--- src/rtl/pxg_pkg.sv ---
package pxg_pkg;
   // Order matters: the states after ST_SAMPLE form the readout.
   typedef enum logic [3:0] {
      ST_IDLE, ST_INTEG, ST_PRECH, ST_SAMPLE,
      ST_FSYNC, ST_ROWCK, ST_LSYNC, ST_PIXCK, ST_LEND, ST_FEND
   } pxg_state_t;

   localparam int unsigned PXG_NOUT = 11;
endpackage

--- src/rtl/pxg_slot_timer.sv ---
// Counts slots of len cycles while enabled; last marks the final cycle of a slot.
module pxg_slot_timer #(
   parameter int unsigned PW_W = 8
) (
   input  logic            clk,
   input  logic            rst_n,
   input  logic            en,
   input  logic [PW_W-1:0] len,
   output logic            last
);
   localparam logic [PW_W-1:0] ONE_P = 1;
   logic [PW_W-1:0] cnt;

   assign last = en && (cnt == len - ONE_P);

   always_ff @(posedge clk or negedge rst_n) begin
      if (!rst_n)             cnt <= '0;
      else if (!en || last)   cnt <= '0;
      else                    cnt <= cnt + ONE_P;
   end
endmodule

--- src/rtl/pxg_slope_gen.sv ---
// One window comparator for each lower-level reset slot, ORed together.
module pxg_slope_gen #(
   parameter int unsigned CNT_W  = 16,
   parameter int unsigned NUM_DS = 3,
   parameter int unsigned PW_W   = 8
) (
   input  logic [CNT_W-1:0]        t,
   input  logic [NUM_DS*CNT_W-1:0] ofs,
   input  logic [NUM_DS-1:0]       en,
   input  logic [PW_W-1:0]         w,
   output logic                    hit
);
   localparam int unsigned EW = CNT_W + 1;
   logic [NUM_DS-1:0] h;

   for (genvar k = 0; k < NUM_DS; k++) begin : g_slot
      logic [CNT_W-1:0] o_k;
      logic [EW-1:0]    end_k;
      assign o_k   = ofs[k*CNT_W +: CNT_W];
      assign end_k = {1'b0, o_k} + EW'(w);
      assign h[k]  = en[k] && (t >= o_k) && ({1'b0, t} < end_k);
   end

   assign hit = |h;
endmodule

--- src/rtl/pxg_readout_top.sv ---
module pxg_readout_top
   import pxg_pkg::*;
#(
   parameter int unsigned CNT_W   = 16,
   parameter int unsigned NUM_DS  = 3,
   parameter int unsigned PW_W    = 8,
   parameter bit          REG_OUT = 1'b0
) (
   input  logic                    clk,
   input  logic                    rst_n,
   input  logic                    start,
   input  logic [CNT_W-1:0]        cfg_integ_len,
   input  logic [NUM_DS*CNT_W-1:0] cfg_ds_ofs,
   input  logic [NUM_DS-1:0]       cfg_ds_en,
   input  logic [CNT_W-1:0]        cfg_rows,
   input  logic [CNT_W-1:0]        cfg_cols,
   input  logic [PW_W-1:0]         cfg_pulse_w,
   output logic                    busy,
   output logic                    done,
   output logic                    pix_rst,
   output logic                    pix_rst_ds,
   output logic                    pix_prech_n,
   output logic                    pix_sample_n,
   output logic                    pix_mem_hl,
   output logic                    rd_sync_y,
   output logic                    rd_clk_y,
   output logic                    rd_sync_x,
   output logic                    rd_clk_x
);
   localparam logic [CNT_W-1:0]    ONE_C   = 1;
   localparam logic [PW_W-1:0]     ONE_P   = 1;
   localparam logic [PXG_NOUT-1:0] OUT_RST = 11'b000_0111_0000;

   if (NUM_DS < 1) begin : g_bad_ds
      $error("pxg_readout_top: NUM_DS must be at least 1");
   end
   if (PW_W < 1 || PW_W > CNT_W) begin : g_bad_pw
      $error("pxg_readout_top: PW_W must be in 1..CNT_W");
   end

   pxg_state_t              state;
   logic [PW_W-1:0]         w_q;
   logic [CNT_W-1:0]        len_q, rows_q, pairs_q, t_q, row_q, pair_q;
   logic [NUM_DS*CNT_W-1:0] ofs_q;
   logic [NUM_DS-1:0]       en_q;
   logic                    half_q, done_q;

   // Clamped settings, taken at acceptance
   logic [PW_W-1:0]  w_eff;
   logic [CNT_W-1:0] len_eff, rows_eff, cols_eff, pairs_eff;
   assign w_eff     = (cfg_pulse_w == '0) ? ONE_P : cfg_pulse_w;
   assign len_eff   = (cfg_integ_len < CNT_W'(w_eff)) ? CNT_W'(w_eff) : cfg_integ_len;
   assign rows_eff  = (cfg_rows == '0) ? ONE_C : cfg_rows;
   assign cols_eff  = (cfg_cols == '0) ? ONE_C : cfg_cols;
   assign pairs_eff = (cols_eff >> 1) + CNT_W'(cols_eff[0]);

   logic slot_en, slot_last, ds_hit;
   assign slot_en = (state != ST_IDLE) && (state != ST_INTEG);

   pxg_slot_timer #(.PW_W(PW_W)) u_slot (
      .clk(clk), .rst_n(rst_n), .en(slot_en), .len(w_q), .last(slot_last)
   );

   pxg_slope_gen #(.CNT_W(CNT_W), .NUM_DS(NUM_DS), .PW_W(PW_W)) u_slope (
      .t(t_q), .ofs(ofs_q), .en(en_q), .w(w_q), .hit(ds_hit)
   );

   always_ff @(posedge clk or negedge rst_n) begin
      if (!rst_n) begin
         state   <= ST_IDLE;
         w_q     <= ONE_P;
         len_q   <= ONE_C;
         rows_q  <= ONE_C;
         pairs_q <= ONE_C;
         ofs_q   <= '0;
         en_q    <= '0;
         t_q     <= '0;
         row_q   <= '0;
         pair_q  <= '0;
         half_q  <= 1'b0;
         done_q  <= 1'b0;
      end else begin
         done_q <= 1'b0;
         unique case (state)
            ST_IDLE: if (start) begin
               w_q     <= w_eff;
               len_q   <= len_eff;
               rows_q  <= rows_eff;
               pairs_q <= pairs_eff;
               ofs_q   <= cfg_ds_ofs;
               en_q    <= cfg_ds_en;
               t_q     <= '0;
               state   <= ST_INTEG;
            end
            ST_INTEG: if (t_q == len_q - ONE_C) state <= ST_PRECH;
                      else t_q <= t_q + ONE_C;
            ST_PRECH: if (slot_last) state <= ST_SAMPLE;
            ST_SAMPLE: if (slot_last) begin
               state  <= ST_FSYNC;
               half_q <= 1'b0;
            end
            default: if (slot_last) begin
               half_q <= ~half_q;
               if (half_q) begin
                  case (state)
                     ST_FSYNC: begin state <= ST_ROWCK; row_q <= '0; end
                     ST_ROWCK: state <= ST_LSYNC;
                     ST_LSYNC: begin state <= ST_PIXCK; pair_q <= '0; end
                     ST_PIXCK: if (pair_q == pairs_q - ONE_C) state <= ST_LEND;
                               else pair_q <= pair_q + ONE_C;
                     ST_LEND: if (row_q == rows_q - ONE_C) state <= ST_FEND;
                              else begin row_q <= row_q + ONE_C; state <= ST_ROWCK; end
                     ST_FEND: begin state <= ST_IDLE; done_q <= 1'b1; end
                     default: state <= ST_IDLE;
                  endcase
               end
            end
         endcase
      end
   end

   // Output decode
   logic rst_c, ds_c, ro_c, ycyc_c, xcyc_c;
   assign rst_c  = (state == ST_INTEG) && (t_q < CNT_W'(w_q));
   assign ds_c   = (state == ST_INTEG) && ds_hit && !rst_c;
   assign ro_c   = (state == ST_FSYNC) || (state == ST_ROWCK) || (state == ST_LSYNC) ||
                   (state == ST_PIXCK) || (state == ST_LEND)  || (state == ST_FEND);
   assign ycyc_c = (state == ST_FSYNC) || (state == ST_ROWCK) || (state == ST_FEND);
   assign xcyc_c = (state == ST_LSYNC) || (state == ST_PIXCK) || (state == ST_LEND);

   logic [PXG_NOUT-1:0] out_c, out_q;
   assign out_c = {(state != ST_IDLE), done_q, rst_c, ds_c,
                   (state != ST_PRECH), (state != ST_SAMPLE), !ro_c,
                   (state == ST_FSYNC) || (state == ST_FEND), ycyc_c && half_q,
                   (state == ST_LSYNC) || (state == ST_LEND), xcyc_c && half_q};

   if (REG_OUT) begin : g_reg_out
      always_ff @(posedge clk or negedge rst_n) begin
         if (!rst_n) out_q <= OUT_RST;
         else        out_q <= out_c;
      end
   end else begin : g_comb_out
      assign out_q = out_c;
   end

   assign {busy, done, pix_rst, pix_rst_ds, pix_prech_n, pix_sample_n, pix_mem_hl,
           rd_sync_y, rd_clk_y, rd_sync_x, rd_clk_x} = out_q;
endmodule

--- config.mk ---
export PLATFORM = sky130hd
export DESIGN_NAME = pxg_readout_top
export DESIGN_NICKNAME = d
export VERILOG_FILES = /design/src/rtl/pxg_pkg.sv /design/src/rtl/pxg_slot_timer.sv /design/src/rtl/pxg_slope_gen.sv /design/src/rtl/pxg_readout_top.sv
export SDC_FILE = /design/constraint.sdc
export NUM_CORES = 1
export LEC_CHECK = 0
export ABC_CLOCK_PERIOD_IN_PS = 5400
export BUFFER_PORTS_ARGS = -buffer_cell sky130_fd_sc_hd__buf_2
export CAP_MARGIN = 10
export CORE_ASPECT_RATIO = 1.75
export CORE_MARGIN = 2
export CORE_UTILIZATION = 45
export CTS_BUF_LIST = sky130_fd_sc_hd__clkbuf_8
export DETAILED_ROUTE_END_ITERATION = 7
export PLACE_DENSITY = 0.73
export SYNTH_ARGS = -nofsm -noshare
export SYNTH_HDL_FRONTEND = slang
export SYNTH_SLANG_ARGS = --single-unit
--- constraint.sdc ---
create_clock -name clk -period 5.4 [get_ports clk]
set_clock_uncertainty 0.1 [all_clocks]
set_input_delay 0.81 -clock clk [delete_from_list [all_inputs] [get_ports clk]]
set_output_delay 0.81 -clock clk [all_outputs]
set_load 0.005 [all_outputs]
**After elaboration in Yosys (flattened, before gate mapping)**

Index checks and enable logic that the tools add are counted.

- Output and inout port bits: 11
- Flip-flop bits (word level): 169
- Bits of input ports: 110

- Eq/ne operators: 24
- $add $sub $neg: 12
- Reductions and logical operators: 46
- Bitwise gates (word level): 3
- Magnitude comparators: 8
- Multiplexer cells: 29

Operators by type and width:

| kind | count |
|---|---|
| $mux 16 | 7 |
| $pmux 16 s2 | 3 |
| $add 16x8->17 | 3 |
| $lt 16x17->1 | 3 |
| $add 16x1->16 const B | 3 |
| $eq 16x16->1 | 3 |
| $ge 16x16->1 | 3 |
| $sub 16x1->16 const B | 3 |
| $logic_not 16->1 | 2 |
| $lt 16x8->1 | 2 |
| $mux 4 | 8 |
| $pmux 4 s5 | 1 |
| $add 15x1->16 | 1 |
| $eq 4x3->1 const B | 4 |
| $mux 8 | 2 |
| $pmux 4 s4 | 1 |
| $logic_and 1x1->1 | 13 |
| $logic_or 1x1->1 | 11 |
| $ne 2x2->1 const B | 5 |
| $reduce_and 5->1 | 2 |
| $add 8x1->8 const B | 1 |
| $eq 4x2->1 const B | 2 |
| $eq 4x4->1 const B | 2 |
| $eq 8x8->1 | 1 |
| 21 further kinds | 36 |

**Depth between registers and ports, before layout**

Gate-level depths: netlist of run 1.

- Word-level depth: 7
- Depth in mapped cells: 17
- Mapped depth without buffers: 17

**Cells and area by module**

Synthesis of run 1 repeated with hierarchy kept, for this count alone.

- Cell total of the unflattened synthesis: 1658
- Area, all modules: 13695.6 um^2

Modules (own cells, without submodules):

| module | sequential area each (um^2) | times used | area an instance (um^2) | cells each |
|---|---|---|---|---|
| pxg_readout_top | 4033.9 | 1 | 9457.8 | 1124 |
| pxg_slope_gen | 0.0 | 1 | 3535.9 | 457 |
| pxg_slot_timer | 200.2 | 1 | 701.9 | 77 |

**Worst setup path after synthesis of run 1**

No wires, ideal clock.

- Path kind: register to output
- Start point: register w_q[1]
- End point: output pix_rst_ds
- Data arrival time: 3.601 ns
- Path slack: 0.889 ns
- Cell stages (with the launch flop): 18
- Path through: dfrtp_1 > ha_1 > a21o_1 > a21oi_1 > o21bai_1 > a21oi_1 > nor2b_1 > o21a_1 > nor3_1 > nor3b_1 > xnor2_1 > ha_1 > a21o_1 > a21o_1 > a21oi_1 > a21boi_0 > o31a_1 > o41ai_1

- Cells in the longest elaborated chain, start to end: 6
- Elaborated cells between the ends (all ways): 15

Ends and longest elaborated chain:

| item | line | source |
|---|---|---|
| from (decl) | pxg_readout_top.sv:42 | `logic [PW_W-1:0] w_q;` |
| from (signal assigned) | pxg_readout_top.sv:86 | `w_q <= w_eff;` |
| $add 16x8->17 | pxg_slope_gen.sv:20 | `assign end_k = {1'b0, o_k} + EW'(w);` |
| $lt 16x17->1 | pxg_slope_gen.sv:21 | `assign h[k] = en[k] && (t >= o_k) && ({1'b0, t} < end_k);` |
| $logic_and 1x1->1 | pxg_slope_gen.sv:21 |  |
| $reduce_or 3->1 | pxg_slope_gen.sv:24 | `assign hit = \|h;` |
| $logic_and 1x1->1 | pxg_readout_top.sv:125 | `assign ds_c = (state == ST_INTEG) && ds_hit && !rst_c;` |
| $logic_and 1x1->1 (*) | pxg_readout_top.sv:125 |  |
| to (decl) | pxg_readout_top.sv:21 | `output logic pix_rst_ds,` |

Every way passes the cells marked *; elsewhere a longest branch is shown, timed or not.

**Final worst setup path of run 1**

Same ends and word-level chain as after synthesis.

==> impl_metrics.toml, run 1 <==
[floorplanning]
die_x_um = 135
fp.dieArea_mm2 = 0.0316
floorplan.rows = 84
start_util_pct = 45.4
fp.coreArea_mm2 = 0.0298
die_h_um = 233
ios = 121

[cts]
clk_latency_ns = 0.51
cts_tree = "yes"
htree_levels = 4
numCtsBuffers = 17
clockRootBuffer = "clkbuf_8"
path_clk_slew_ns = 0.10
ctsHoldBuffers = 0
cts_buffer_depth = 2
clock_sinks = 169

[global_route]
overflow = 0
grt_pass1_wl_um = 59300
grt_pass1_vias = 12200
grtUsageTotal_pct = 23.6
grt_antenna_before_repair = 1
grt_max_degree = 141

[synthesis]
synth_edf_count = 0
async_flop_share_pct = 100
synth_seq_cells = 169
ys_warn_count = 0
ys_seq_area_share_pct = 31.3
syn_nets = 1850
synth.distinct_cells = 92
syn_inst = 1597
syn_area_per_cell_um2 = 8.48
syn-cell-area_mm2 = 0.0135
synth_flop_cell = "dfrtp_1"

[finish]
nNetsFinal = 1948
final_area_mm2 = 0.0149
drive_above_1_share_pct = 13.3
final_cells = 2096
area_growth_pct = 10.4
layout_commonest_cell = "nand2_1"
layout_common_cells = "nand2_1 (231), dfrtp_1 (164), ha_1 (140)"

[critical_path]
reg2reg_depth = 11
slowest_stage = "dfrtp_2"
crit_required_ns = 4.49
cp.arrival_ns = 4.30
critPathMaxFanout = 6
path_cells = "ha_1 > a21o_1 > a21oi_1 > o21bai_1 > a21oi_2 > nor2b_1 > o2111ai_1 > nand3_2 > nand3_1 > xnor2_1 > ha_1 > a21o_1 > a2111oi_1 > o21ai_0 > o21ba_2 > a2bb2oi_1 > o41ai_2 > buf_2"
timing.rr.start = "w_q[1]"
r2r_end = "row_q[15]"
r2r_slack_ns = 1.45
critPathKind = "flop to primary output"
endpoint = "pix_rst_ds"
cpPeakStageDelay_ns = 0.46
endpoint_kind = "primary output"
crit_start = "w_q[1]"
start_kind = "flop"

[route]
dr.pass1.iters = 5
wl_um = 36600
drc_errors = 0
drtAntennaViolNets = 0
via_per_inst = 5.76
drt_first_iter_violations = 573
wl_per_cell_um = 17.5
num_vias = 12100

[placement]
dp.cells = 2054
postPlaceCellArea_mm2 = 0.0144
hpwl_um = 27300
place.gp.congestion = 0.890
numPortBuffers = 120

[sta]
period_share_pct = 96.5
slew_headroom_pct = 36.8
report.final.slew_viol_count = 0
min_period_ns = 5.21
holdWs_ns = 0.0710
fmax_mhz = 192
hold_viol_final = 0
setup_viol = 0
worstMarginPinSlew_ns = 0.940

[status]
status = "finished, final reports clean"

[power_and_ir_drop]
peakVddDrop_v = 0.000156
p_leak_nw = 7.18
powerDensity_mw_per_mm2 = 151

[run]
max_cap_viol_count = 0

[hold_path]
hp-class = "input pin to async pin"
-- stage by stage --
step	worst slack (ns)	power [mW]	setup TNS, ns	util [%]
floorplan	0.889	1.31	0	-
global placement	0.344	1.39	0	48.4
detailed placement	0.243	1.40	0	48.4
CTS	0.0336	2.27	0	49.7
global route	-0.118	2.33	-0.118	50.1
finish	0.189	2.26	0	50.1
-- sequential cells by signal, summed over array words and instances (netlist names) --
name and count:
ofs_q 48, en_q 3, done 1, len_q 16, half_q 1, t_q 16
rows_q 16, row_q 16, pair_q 16, pairs_q 16, u_slot.cnt 8, state 4
w_q 8
-- synthesized netlist by cell type, types with 4 or more instances --
cell / n / share of area [%]
nand3b_1: 7 / 0.39
nor2b_1: 20 / 0.92
mux2i_1: 14 / 1.0
o31ai_1: 14 / 0.78
a31oi_1: 7 / 0.32
o21bai_1: 9 / 0.50
and2_1: 6 / 0.28
nor3_1: 38 / 1.4
buf_6: 5 / 0.42
nand2_1: 231 / 6.4
buf_2: 5 / 0.18
inv_1: 97 / 2.7
o22ai_1: 5 / 0.23
a21oi_1: 63 / 2.3
o21ai_0: 123 / 4.5
a211oi_1: 6 / 0.33
or4_1: 10 / 0.55
nor3b_1: 4 / 0.22
xnor2_1: 99 / 6.4
o2111ai_1: 10 / 0.65
a2111oi_0: 8 / 0.52
clkbuf_1: 38 / 1.1
and3_1: 23 / 1.1
or3_1: 22 / 1.0
a21boi_0: 5 / 0.28
nor4_1: 25 / 1.2
nor2_1: 95 / 2.6
nand3_1: 49 / 1.8
dfrtp_1: 165 / 30
nor3_2: 10 / 0.74
xor2_1: 49 / 3.2
nand4b_1: 4 / 0.26
a21o_1: 26 / 1.4
ha_1: 140 / 13
o211ai_1: 16 / 0.89
nand2b_1: 16 / 0.74
nand4_1: 24 / 1.1
or2_2: 4 / 0.18
buf_1: 4 / 0.11
o21a_1: 18 / 1.0
dfstp_2: 4 / 0.78
-- cells by family after synthesis --
logic type	share of synthesized area [%]
compound gates	16.7
buf+inv	4.79
flops	31.3
mux	1.12
fa+ha+maj	13.4
simple gates	23.0
xor+xnor	9.69
-- routing by layer --
metal | GRT usage (%) | vias up | wire length [um]
li1 | - | 5876 | -
met1 | 26.7 | 5804 | 14700
met2 | 42.4 | 302 | 18700
met3 | 3.71 | 96 | 1390
met4 | 12.4 | 0 | 1750
met5 | 0 | - | 0
-- worst min path at each step --
| stage | from | to | slack (ns) | cells past startpoint |
|---|---|---|---|---|
| 3_3_place_gp | len_q[15] | len_q[15] | 0.39 | 2 |
| 4_1_cts | rst_n | ofs_q[43] | 0.06 | 1 |
| 6_report | rst_n | ofs_q[43] | 0.07 | 1 |
| 3_5_place_dp | len_q[15] | len_q[15] | 0.39 | 2 |
| 2_1_floorplan | en_q[1] | en_q[1] | 0.34 | 2 |
| 5_1_grt | rst_n | ofs_q[43] | 0.07 | 1 |
-- timing repair --
| item | in CTS | in global routing |
|---|---|---|
| endpoints found under the setup margin | 1 | 1 |
| pin swaps | 0 | 6 |
| setup buffers | 0 | 9 |
| gates resized for setup | 4 | 16 |
-- report_power, final --
part	internal, mW	switching, mW
combinational	0.0421	0.0624
clock	0.361	0.525
sequential	1.26	0
-- cell type report --
cell class                 count  area (um2)
multi-input combinational   1274        8750
inverter                      97         364
clock buffer                  20         275
tap                          387         484
fill                        2894       14900
antenna                        1        2.50
timing repair buffer         136         749
clock inverter                12        90.1
sequential                   169        4240
-- critical path, delay by kind of cell, from the launching register on --
family          cells  cell delay (ns)
flops               1             0.46
buf+inv             1             0.17
fa+ha+maj           2             0.56
simple gates        3             0.36
xor+xnor            1             0.13
compound gates     11             2.11
Power figures use the tool's default switching activity.
==> run 2, diff against run 1 <==
--- a/config.mk
+++ b/config.mk
@@ -11,3 +11,2 @@
 export CORE_ASPECT_RATIO = 1.75
-export CORE_MARGIN = 2
 export CORE_UTILIZATION = 45
@@ -16,2 +15,3 @@
 export PLACE_DENSITY = 0.73
+export RECOVER_POWER = 25
 export SYNTH_ARGS = -nofsm -noshare
==> constraint.sdc (replaced) <==
create_clock -name clk -period 5.4 [get_ports clk]
set_clock_uncertainty 0.1 [all_clocks]
set_input_delay 1.08 -clock clk [delete_from_list [all_inputs] [get_ports clk]]
set_output_delay 1.08 -clock clk [all_outputs]
set_load 0.005 [all_outputs]
==> run 2 against run 1 <==
  * The run now ends with max-capacitance violations, max-slew violations left
  * Via count increased by 1.4%
  * Non-clock buffer count up 11
  * Clock-buffer cell count fell by 2
  * Fmax decreased by 3.1%
  * Clock power rose by 16%
  * Cell count grew 0.24%
  * Final area increased by 1.6%
==> impl_metrics.toml, run 2 (synthesis results as in run 1) <==
[critical_path]
reg2reg_depth = 11
crit_top_cell = "a21o_1"
start_kind = "flop"
endpoint_kind = "primary output"
timing.rr.start = "w_q[1]"
crit_required_ns = 4.22
critPathKind = "flop to primary output"
slowest_stage = "dfrtp_2"
crit_start = "w_q[1]"
crit_family = "compound AO/OA/AOI/OAI gates"
endpoint = "pix_rst_ds"
cp.arrival_ns = 4.20
cp.depth = 18
r2r_slack_ns = 1.34
path_cells = "buf_4 > fa_2 > a21o_1 > a21oi_2 > nor2b_1 > o21a_1 > nor4_4 > nor3_4 > nand3_1 > xnor2_1 > ha_1 > a21o_1 > a21o_1 > a21oi_2 > a21boi_1 > o31a_1 > o41ai_2 > buf_2"
r2r_end = "row_q[13]"
crit_buf_inv = 2
cpPeakStageDelay_ns = 0.51
critPathMaxFanout = 8

[sta]
report.final.slew_viol_count = 86
slew_headroom_pct = -159
period_share_pct = 99.6
setup_viol = 0
fmax_mhz = 186
rsz0062_at_grt = "yes"
worstMarginPinSlew_ns = 3.88
hold_viol_final = 0
min_period_ns = 5.38
layout_setup_ws_ns = 0.0241
holdWs_ns = 0.411

[global_route]
grt_pass1_vias = 12400
grt_antenna_before_repair = 0
grt_max_degree = 96
overflow = 0
grt_pass1_wl_um = 61900
grtUsageTotal_pct = 25.4

[route]
via_per_inst = 5.83
drt_first_iter_violations = 589
num_vias = 12200
wl_per_cell_um = 18.0
wl_um = 37900
drc_errors = 0
drtAntennaViolNets = 0
dr.pass1.iters = 5

[cts]
clock_sinks = 169
cts_buffer_depth = 2
numCtsBuffers = 17
path_clk_slew_ns = 0.11
clk_latency_ns = 0.51
cts_tree = "yes"
htree_levels = 4
clockRootBuffer = "clkbuf_8"

[finish]
antenna_cells = 0
multiInputGateArea_mm2 = 0.00886
drive_above_1_share_pct = 14.8
post-route-util_pct = 51.5
seqCellArea_mm2 = 0.00424
largest_register_ff_count = 48
layout_common_cells = "nand2_1 (231), dfrtp_1 (162), ha_1 (138)"
area_growth_pct = 12.1
fillers = 2781
top_register = "ofs_q"
nNetsFinal = 1959
layout_commonest_cell = "nand2_1"
final_area_mm2 = 0.0152

[placement]
numPortBuffers = 120
place.gp.congestion = 0.902
postPlaceCellArea_mm2 = 0.0144
hpwl_um = 28500
pre_cts_ws_ns = 0.170

[power_and_ir_drop]
p_leak_nw = 7.27
peakVddDrop_v = 0.000169
netSwitchingPower_uw = 613
swShare_pct = 25.5
power.total_mw = 2.40
powerDensity_mw_per_mm2 = 158
clkPwrFrac_pct = 42.9
p_int_mw = 1.79
p_seq_share_pct = 52.7
comb_power_share_pct = 4.4

[floorplanning]
die_h_um = 231
die_x_um = 133
ios = 121
floorplan.rows = 83
start_util_pct = 45.9
fp.coreArea_mm2 = 0.0295
fp.dieArea_mm2 = 0.0308

[run]
max_cap_viol_count = 1

[status]
status = "finished with violations"
violations = "max-capacitance violations, max-slew violations"

[hold_path]
hp-class = "flop to flop"
[run 2: stage by stage]
step,setup TNS (ns),cells
2_1_floorplan,0,1597
3_3_place_gp,0,2054
3_5_place_dp,0,2054
4_1_cts,0,2094
5_1_grt,-0.177,2101
6_report,0,2101
[run 2: layer usage]
layer / wire length, um / GRT usage, % / vias to the layer above
li1: - / - / 5882
met1: 14800 / 27.4 / 5952
met2: 19900 / 47.0 / 296
met3: 1210 / 3.06 / 112
met4: 2010 / 15.4 / 0
met5: 0 / 0 / -
[run 2: how the worst min path moves through the flow]
stage / start / to / slack [ns] / depth (start not counted)
3_5_place_dp: len_q[15] / len_q[15] / 0.40 / 2
3_3_place_gp: ofs_q[16] / ofs_q[16] / 0.39 / 2
5_1_grt: rows_q[0] / rows_q[0] / 0.45 / 2
2_1_floorplan: en_q[1] / en_q[1] / 0.34 / 2
6_report: len_q[15] / len_q[15] / 0.41 / 2
4_1_cts: len_q[15] / len_q[15] / 0.42 / 2
[run 2: layout make-up]
type | instances | area share [%]
multi-input combinational | 1274 | 58.3
timing repair buffer | 147 | 5.32
inverter | 97 | 2.40
tap | 382 | 3.15
clock inverter | 14 | 1.26
sequential | 169 | 27.9
clock buffer | 18 | 1.63
[run 2: what timing repair did]
item / in CTS / in global routing
pin swaps: 11 / 11
resized for setup: 25 / 18
setup buffers: 8 / 7
setup endpoints to repair: 1 / 1
hold buffers: 0 / 0
[run 2: power by group through the flow]
stage / clock network (mW) / logic (mW) / registers, mW
floorplan: 0 / 0.0205 / 1.29
global placement: 0 / 0.104 / 1.29
detailed placement: 0 / 0.107 / 1.29
CTS: 1.05 / 0.108 / 1.26
global route: 1.09 / 0.119 / 1.27
finish: 1.03 / 0.106 / 1.26
[run 2: worst min-delay path: cells and delay by family (launching register included)]
family           cells  cell delay (ns)
flip-flops           1             0.37
AND/OR/NAND/NOR      2             0.12
==> run 3, diff against run 2 <==
CTS_BUF_LIST = default   (was sky130_fd_sc_hd__clkbuf_8)
==> run 3 against run 2 <==
  * The run still ends with max-capacitance violations, max-slew violations left
  * First-iteration DRC count up 12%
  * Sequential share of layout area shrank 0.31 points
  * Final area grew 1.1%
  * Global-route usage up 0.14 points
  * Largest power group is now the clock network
  * Combinational power about the same
  * Hold slack worse by 0.0051 ns
  * Die area is the same
  * Sequential power barely moved
==> impl_metrics.toml, run 3 (synthesis results as in run 1) <==
[status]
status = "finished with violations"
violations = "max-capacitance violations, max-slew violations"

[global_route]
grt_max_degree = 96
grtUsageTotal_pct = 25.6
grt_antenna_before_repair = 0
overflow = 0
grt_pass1_vias = 12500
grt_pass1_wl_um = 62200

[floorplanning]
fp.dieArea_mm2 = 0.0308
die_h_um = 231
fp.coreArea_mm2 = 0.0295
floorplan.rows = 83
die_x_um = 133
ios = 121
start_util_pct = 45.9

[finish]
nNetsFinal = 1960
final_cells = 2102
layout_commonest_cell = "nand2_1"
drive_above_1_share_pct = 14.7
area_growth_pct = 13.4
top_register = "ofs_q"
layout_common_cells = "nand2_1 (231), dfrtp_1 (163), ha_1 (139)"
antenna_cells = 0
largest_register_ff_count = 48

[route]
drc_errors = 0
dr.pass1.iters = 5
via_per_inst = 5.80
drtAntennaViolNets = 0
wl_per_cell_um = 18.1
wl_um = 38100
drt_first_iter_violations = 659
num_vias = 12200

[critical_path]
endpoint_kind = "primary output"
cp.arrival_ns = 4.18
critPathMaxFanout = 8
crit_required_ns = 4.22
critPathKind = "flop to primary output"
start_kind = "flop"

[sta]
setup_viol = 0
fmax_mhz = 187
slew_headroom_pct = -47.5
hold_viol_final = 0
layout_setup_ws_ns = 0.0394
worstMarginPinSlew_ns = 2.21
period_share_pct = 99.3
min_period_ns = 5.36
rsz0062_at_grt = "yes"
holdWs_ns = 0.406
report.final.slew_viol_count = 86

[cts]
clk_latency_ns = 0.46
clock_sinks = 169
ctsHoldBuffers = 0
path_clk_slew_ns = 0.07
htree_levels = 4
cts_tree = "yes"
cts_buffer_depth = 2
clockRootBuffer = "clkbuf_16"
numCtsBuffers = 17

[power_and_ir_drop]
p_seq_share_pct = 46.6
p_leak_nw = 7.36
clkPwrFrac_pct = 49.6
powerDensity_mw_per_mm2 = 177
swShare_pct = 24.1
p_int_mw = 2.06
peakVddDrop_v = 0.000242
power.total_mw = 2.72
netSwitchingPower_uw = 655
comb_power_share_pct = 3.9

[placement]
pre_cts_ws_ns = 0.170
hpwl_um = 28500
dp.cells = 2054
numPortBuffers = 120
place.gp.congestion = 0.902

[run]
max_cap_viol_count = 1

[hold_path]
hp-class = "flop to flop"
==> run 3: path summary, 6_finish.rpt <==
| kind | end | cells after the start | start | slack [ns] |
|---|---|---|---|---|
| min in group asynchronous | ofs_q[44] | 1 | rst_n | 1.16 |
| max in group asynchronous | ofs_q[22] | 2 | rst_n | 2.02 |
| max reg2reg | row_q[13] | 11 | w_q[1] | 1.32 |
| min reg2reg | rows_q[15] | 2 | rows_q[15] | 0.41 |
| max | pix_rst_ds | 17 | w_q[3] | 0.04 |
| min | rows_q[15] | 2 | rows_q[15] | 0.41 |
==> run 3: cell type report <==
class / instances / area (um2)
multi-input combinational: 1274 / 8840
fill: 2752 / 14100
inverter: 97 / 364
clock buffer: 19 / 443
sequential: 169 / 4240
timing repair buffer: 148 / 808
clock inverter: 13 / 188
tap: 382 / 478
==> run 3: power groups by stage <==
stage | registers, mW | logic (mW) | clock network, mW
6_report | 1.27 | 0.105 | 1.35
5_1_grt | 1.26 | 0.119 | 1.41
4_1_cts | 1.27 | 0.108 | 1.36
3_5_place_dp | 1.29 | 0.107 | 0
3_3_place_gp | 1.29 | 0.104 | 0
2_1_floorplan | 1.29 | 0.0205 | 0
==> run 3: critical path, stage by stage, from the launching register on <==
cell and delay [ns]:
dfrtp_1 0.62, ha_1 0.35, inv_1 0.10, o21bai_1 0.10
a21oi_2 0.17, nor2b_1 0.07, o21a_1 0.20, nor3_2 0.21
nor3b_2 0.08, xnor2_1 0.14, ha_1 0.31, a21o_1 0.18
a21o_1 0.17, a21oi_1 0.15, a21boi_1 0.09, o31a_1 0.25
o41ai_2 0.37, buf_2 0.17
==> run 3: routing by layer <==
layer / share of wire [%] / vias to the layer above / GRT usage, %
met5: 0 / - / 0
met4: 5.4 / 0 / 15.4
met3: 3.4 / 114 / 3.57
met2: 52 / 301 / 47.2
met1: 39 / 5893 / 27.3
li1: - / 5891 / -
==> run 3: metrics by stage <==
step	TNS, ns	util, %	instance area (um2)
2_1_floorplan	0	-	13500
3_3_place_gp	0	49.0	14400
5_1_grt	-0.135	52.1	15400
3_5_place_dp	0	49.0	14400
4_1_cts	0	51.4	15200
6_report	0	52.1	15400
==> run 3: timing repair <==
action,CTS,global route
buffers inserted,3,13
pin swaps,4,16
hold endpoints to repair,0,0
resized for setup,16,20
setup endpoints to repair,1,1
